==> config.mk <==
export PLATFORM = sky130hd
export DESIGN_NAME = uop_dispatch_ctrl
export DESIGN_NICKNAME = d
export VERILOG_FILES = /design/src/rtl/uop_dispatch_pkg.sv /design/src/rtl/uop_slot_tracker.sv /design/src/rtl/uop_stall_arbiter.sv /design/src/rtl/uop_dispatch_ctrl.sv
export SDC_FILE = /design/constraint.sdc
export NUM_CORES = 1
export LEC_CHECK = 0
export ABC_AREA = 1
export BUFFER_PORTS_ARGS = -buffer_cell sky130_fd_sc_hd__buf_2
export CAP_MARGIN = 30
export CELL_PAD_IN_SITES_DETAIL_PLACEMENT = 1
export CELL_PAD_IN_SITES_GLOBAL_PLACEMENT = 1
export CORE_MARGIN = 3
export CORE_UTILIZATION = 29
export DETAILED_ROUTE_END_ITERATION = 7
export GPL_TIMING_DRIVEN = 0
export HOLD_SLACK_MARGIN = 0.1
export PLACE_DENSITY = 0.82
export SLEW_MARGIN = 20
export SYNTH_ARGS = -nofsm -noshare
export SYNTH_HDL_FRONTEND = slang
export SYNTH_HIERARCHICAL = 1
export SYNTH_SLANG_ARGS = --single-unit
==> constraint.sdc <==
create_clock -name clk -period 3 [get_ports clk]
set_input_delay 0 -clock clk [delete_from_list [all_inputs] [get_ports clk]]
set_output_delay 0 -clock clk [all_outputs]
set_load 0.02 [all_outputs]
==> src/rtl/uop_dispatch_pkg.sv <==
package uop_dispatch_pkg;
  typedef enum logic [2:0] {
    STALL_NONE    = 3'd0,
    STALL_WIDTH   = 3'd1,
    STALL_RETIRE  = 3'd2,
    STALL_REGFILE = 3'd3,
    STALL_LOADQ   = 3'd4,
    STALL_STOREQ  = 3'd5,
    STALL_SCHED   = 3'd6,
    STALL_GROUP   = 3'd7
  } stall_e;
  localparam int NUM_CAUSES = 8;
endpackage

==> src/rtl/uop_slot_tracker.sv <==
module uop_slot_tracker #(
  parameter int DISP_W = 4,
  parameter int UOP_W  = 4
) (
  input  logic             clk,
  input  logic             rst_n,
  input  logic             grp_start,
  input  logic             take,
  input  logic [UOP_W-1:0] uops,
  output logic [UOP_W-1:0] slots_q,
  output logic [UOP_W-1:0] carry_q,
  output logic             fits
);
  localparam logic [UOP_W-1:0] W_U = UOP_W'(DISP_W);

  logic [UOP_W-1:0] drain, eff_slots, eff_carry, slots_d, carry_d;
  logic             wide, upd_en;

  // Group refill: drain up to one full group of pending carry
  always_comb begin
    drain     = (carry_q > W_U) ? W_U : carry_q;
    eff_slots = grp_start ? (W_U - drain) : slots_q;
    eff_carry = grp_start ? (carry_q - drain) : carry_q;
    wide      = (uops > W_U);
    if (eff_carry != '0)
      fits = 1'b0;
    else if (wide)
      fits = (eff_slots == W_U);
    else
      fits = (uops <= eff_slots);
  end

  always_comb begin
    slots_d = eff_slots;
    carry_d = eff_carry;
    if (take) begin
      if (wide) begin
        slots_d = '0;
        carry_d = uops - W_U;
      end else begin
        slots_d = eff_slots - uops;
      end
    end
    upd_en = take | grp_start;
  end

  always_ff @(posedge clk or negedge rst_n) begin
    if (!rst_n) begin
      slots_q <= W_U;
      carry_q <= '0;
    end else if (upd_en) begin
      slots_q <= slots_d;
      carry_q <= carry_d;
    end
  end
endmodule

==> src/rtl/uop_stall_arbiter.sv <==
module uop_stall_arbiter
  import uop_dispatch_pkg::*;
#(
  parameter int NREQ = NUM_CAUSES
) (
  input  logic [NREQ-1:1] req,
  output stall_e          cause
);
  // Lowest-numbered active request wins
  always_comb begin
    cause = STALL_NONE;
    for (int i = NREQ - 1; i >= 1; i--) begin
      if (req[i]) cause = stall_e'(i[2:0]);
    end
  end
endmodule

==> src/rtl/uop_dispatch_ctrl.sv <==
module uop_dispatch_ctrl
  import uop_dispatch_pkg::*;
#(
  parameter int DISP_W = 4,
  parameter int UOP_W  = 4,
  parameter int RCU_W  = 6,
  parameter int RF_N   = 2
) (
  input  logic             clk,
  input  logic             rst_n,
  input  logic             grp_start,
  input  logic             in_valid,
  input  logic [UOP_W-1:0] in_uops,
  input  logic             in_may_load,
  input  logic             in_may_store,
  input  logic             in_zero_lat,
  input  logic             in_dep_break,
  input  logic [RCU_W-1:0] rcu_free,
  input  logic [RF_N-1:0]  prf_busy,
  input  logic             lq_full,
  input  logic             sq_full,
  input  logic             sched_unavail,
  input  logic             inorder_rsvd,
  output logic             accept,
  output logic [2:0]       stall_cause,
  output logic             alloc_regs,
  output logic [UOP_W-1:0] slots_free,
  output logic [UOP_W-1:0] carry_left
);
  localparam int CMP_W = (RCU_W > UOP_W) ? RCU_W : UOP_W;

  logic                  fits;
  logic [NUM_CAUSES-1:1] req;
  stall_e                cause;

  uop_slot_tracker #(.DISP_W(DISP_W), .UOP_W(UOP_W)) trk_i (
    .clk      (clk),
    .rst_n    (rst_n),
    .grp_start(grp_start),
    .take     (accept),
    .uops     (in_uops),
    .slots_q  (slots_free),
    .carry_q  (carry_left),
    .fits     (fits)
  );

  always_comb begin
    req[STALL_WIDTH]   = !fits;
    req[STALL_RETIRE]  = CMP_W'(rcu_free) < CMP_W'(in_uops);
    req[STALL_REGFILE] = |prf_busy;
    req[STALL_LOADQ]   = in_may_load & lq_full;
    req[STALL_STOREQ]  = in_may_store & sq_full;
    req[STALL_SCHED]   = sched_unavail;
    req[STALL_GROUP]   = inorder_rsvd;
  end

  uop_stall_arbiter #(.NREQ(NUM_CAUSES)) arb_i (
    .req  (req),
    .cause(cause)
  );

  always_comb begin
    accept      = in_valid && (cause == STALL_NONE);
    stall_cause = in_valid ? cause : STALL_NONE;
    alloc_regs  = accept && !(in_zero_lat && in_dep_break);
  end
endmodule

==> out/metrics.cfg <==
[run_status]
status = finished, violations left
violations = setup timing

[global_route]
grt_antenna_before_repair = 0
grt_pass1_vias = 1210
grt_pass1_wl_um = 4910
grt_max_degree = 11
global_route.overflow_total = 0
grt_usage = 0.145

[final_layout]
post-route-util = 0.473
antenna_cells = 0
finalNetCount = 255
nFillCells = 464
instances_no_fill = 263
drive_gt1_frac = 0.420
syn_to_final_growth_pct = 49.9

[timing]
finalSetupViolCount = 11
whs_ns = 0.111
fin_crit_sh = 1.03
clock_skew_ns = 0.0125
drv_slew = 0
fmax_mhz = 323
hold_viol = 0
period_needed_ns = 3.10
rsz0062_at_grt = yes
setup_ws_ns = -0.0990

[critical_path]
critical_path_class = flop to primary output
critPathMaxFanout = 4
critPathRequiredTime_ns = 3.00
r2r_slack_ns = -0.07
start_kind = flop
regToRegEndpoint = trk_i/carry_q[0]
reg2reg_from = trk_i/carry_q[2]
r2r_cells = 25
end_kind = primary output
crit_arrival_ns = 3.10

[placement]
dpl.cell_count = 246
post-place-ws_ns = -0.277
io_buffer_count = 36
place_congestion = 0.768
hpwl_um = 2240

[routing]
first_pass_iters = 4
ant_nets = 0
wl_per_cell_um = 12.3
num_vias = 1168
postRouteWirelength_um = 3230
drc = 0
vias_per_cell = 4.44
drt-initial-drc-count = 11

[die]
die_h_um = 64.6
die_width_um = 64.6
start_util = 0.316
num_rows = 20
pin_count = 37
core_um2 = 3150
dieArea_um2 = 4170

[power]
p_sw_uw = 435
leakage_uw = 0.000890
p_seq_frac = 0.192
ir_drop_uv = 229
p_int_uw = 472
clkPwrFrac = 0.098
p_comb_frac = 0.710
powerDensity_nw_per_um2 = 608
switching_share = 0.480

[clocking]
clock_path_buffers = 2
h-tree-depth = 1
cts.clk_slew.worst_paths_ns = 0.06
cts_tree = built
cts.sinks = 8
cts_buffers = 3
clk_latency_ns = 0.26
cts_root_buf = clkbuf_4

[yosys]
synth_edf_count = 0
syn_inst = 166
yosysTopAreaCell = nand2_1
synth_top_cell_area_share = 0.196
ys_types = 22
syn_area_per_cell_um2 = 6.00
syn_area_um2 = 996
synthTopCellsByArea = nand2_1 (20%), dfrtp_1 (18%), inv_1 (15%)
yosysWarnings = 6
post-synth-top-count-cell = nand2_1
synth-seq-cells = 8
synth_async_sr_flop_share = 1.00
synth.top_cells.by_count = nand2_1 (52), inv_1 (40), ha_1 (10), nor2_1 (10), a21oi_1 (8)
synth_fp_nets = 201
yosysSeqAreaShare = 0.202
synthFlopType = dfrtp_1

[worst_hold_path]
hold_path_class = input pin to asynchronous set/reset pin

[run]
max-cap-violations = 0

## logic make-up (layout without fill, tap and decap cells)
logic type / after synthesis / in the layout / synth area share
AOI/OAI and AO/OA: 19 / 19 / 0.102
xor gates and xnor gates: 2 / 2 / 0.0176
adders and majority gates: 11 / 11 / 0.146
buffers and inverters: 44 / 97 / 0.173
DFF: 8 / 8 / 0.202
other: 1 / 1 / 0.00377
and+or+nand+nor: 81 / 81 / 0.356
## through the flow
step           power (µW)  instance area, µm²  setup TNS [ns]
2_1_floorplan         500                 996               0
3_3_place_gp          614                1230          -0.588
3_5_place_dp          625                1230           -1.40
4_1_cts               765                1350               0
5_1_grt              1000                1490           -3.79
6_report              908                1490          -0.528
## how the worst max path moves through the flow
stage          depth (start not counted)        startpoint                to  slack, ns
4_1_cts                               25  trk_i/carry_q[3]  trk_i/carry_q[2]      0.002
3_3_place_gp                          24  trk_i/carry_q[2]  trk_i/carry_q[2]      -0.17
2_1_floorplan                         24  trk_i/carry_q[2]  trk_i/carry_q[2]       0.03
6_report                              23  trk_i/carry_q[2]        alloc_regs       -0.1
3_5_place_dp                          27  trk_i/carry_q[2]  trk_i/carry_q[2]      -0.28
5_1_grt                               26  trk_i/carry_q[2]  trk_i/carry_q[2]      -0.39
## cell type report
type                       count  area [µm²]  share of cell area
clock buffer                   4        26.3              0.0176
timing repair buffer          49         298               0.199
tap                           44        55.1              0.0369
buffer                         1        11.3             0.00754
multi-input combinational    114         736               0.493
inverter                      43         164               0.110
sequential                     8         203               0.136
## registers in the layout, indices dropped and copies added (netlist names)
| register | count |
|---|---|
| trk_i/carry_q | 4 |
| trk_i/slots_q | 4 |
## repair_timing
action,CTS,global route
resized for setup,10,30
setup buffers,3,8
hold endpoints to repair,10,0
endpoints found under the setup margin,12,12
hold buffers,3,0
pin swaps,3,17
## per-layer routing
layer	global-route usage	vias to the layer above	part of all wire
met1	0.172	530	0.40
met5	0	-	0
li1	-	600	-
met4	0.0712	0	0.028
met2	0.269	30	0.54
met3	0.00173	8	0.026
## power groups by stage
| stage | registers (µW) | logic, µW | clock network, µW |
|---|---|---|---|
| after floorplan | 216 | 284 | 0 |
| final | 174 | 645 | 88.5 |
| after global placement | 178 | 437 | 0 |
| after detailed placement | 178 | 447 | 0 |
| after global routing | 179 | 725 | 96.6 |
| after CTS | 173 | 501 | 91.8 |
## cells in the final DEF, fill, tap and decap left out, drive strengths merged
master / Yosys / final
o22ai: 2 / 2
inv: 43 / 43
o21ai: 8 / 8
a21oi: 9 / 9
nand2: 55 / 55
buf: 1 / 47
clkbuf: 0 / 4
fa: 1 / 1
nor2: 15 / 15
dlygate4sd3: 0 / 3
nand4: 1 / 1
ha: 10 / 10
xnor2: 2 / 2
dfstp: 1 / 1
nand3: 6 / 6
or2: 4 / 4
dfrtp: 7 / 7
conb: 1 / 1
## worst max-delay path: stages (launching register included)
cell and delay (ns):
dfrtp_2 0.43, nor2_4 0.15, nand2_2 0.09, ha_4 0.25
nand2_2 0.09, nand2_4 0.08, ha_4 0.27, nand2_1 0.05
nand2_1 0.07, nand2_2 0.05, nand2_1 0.06, nand2_1 0.05
nand2_1 0.08, nand4_1 0.09, nor2_1 0.19, inv_2 0.08
nor2_4 0.14, nand2_2 0.07, a21oi_2 0.14, nor2_2 0.06
nand2_2 0.10, buf_4 0.12, a21oi_2 0.03, buf_6 0.12
Note: power is estimated with default switching activity, not from simulation.
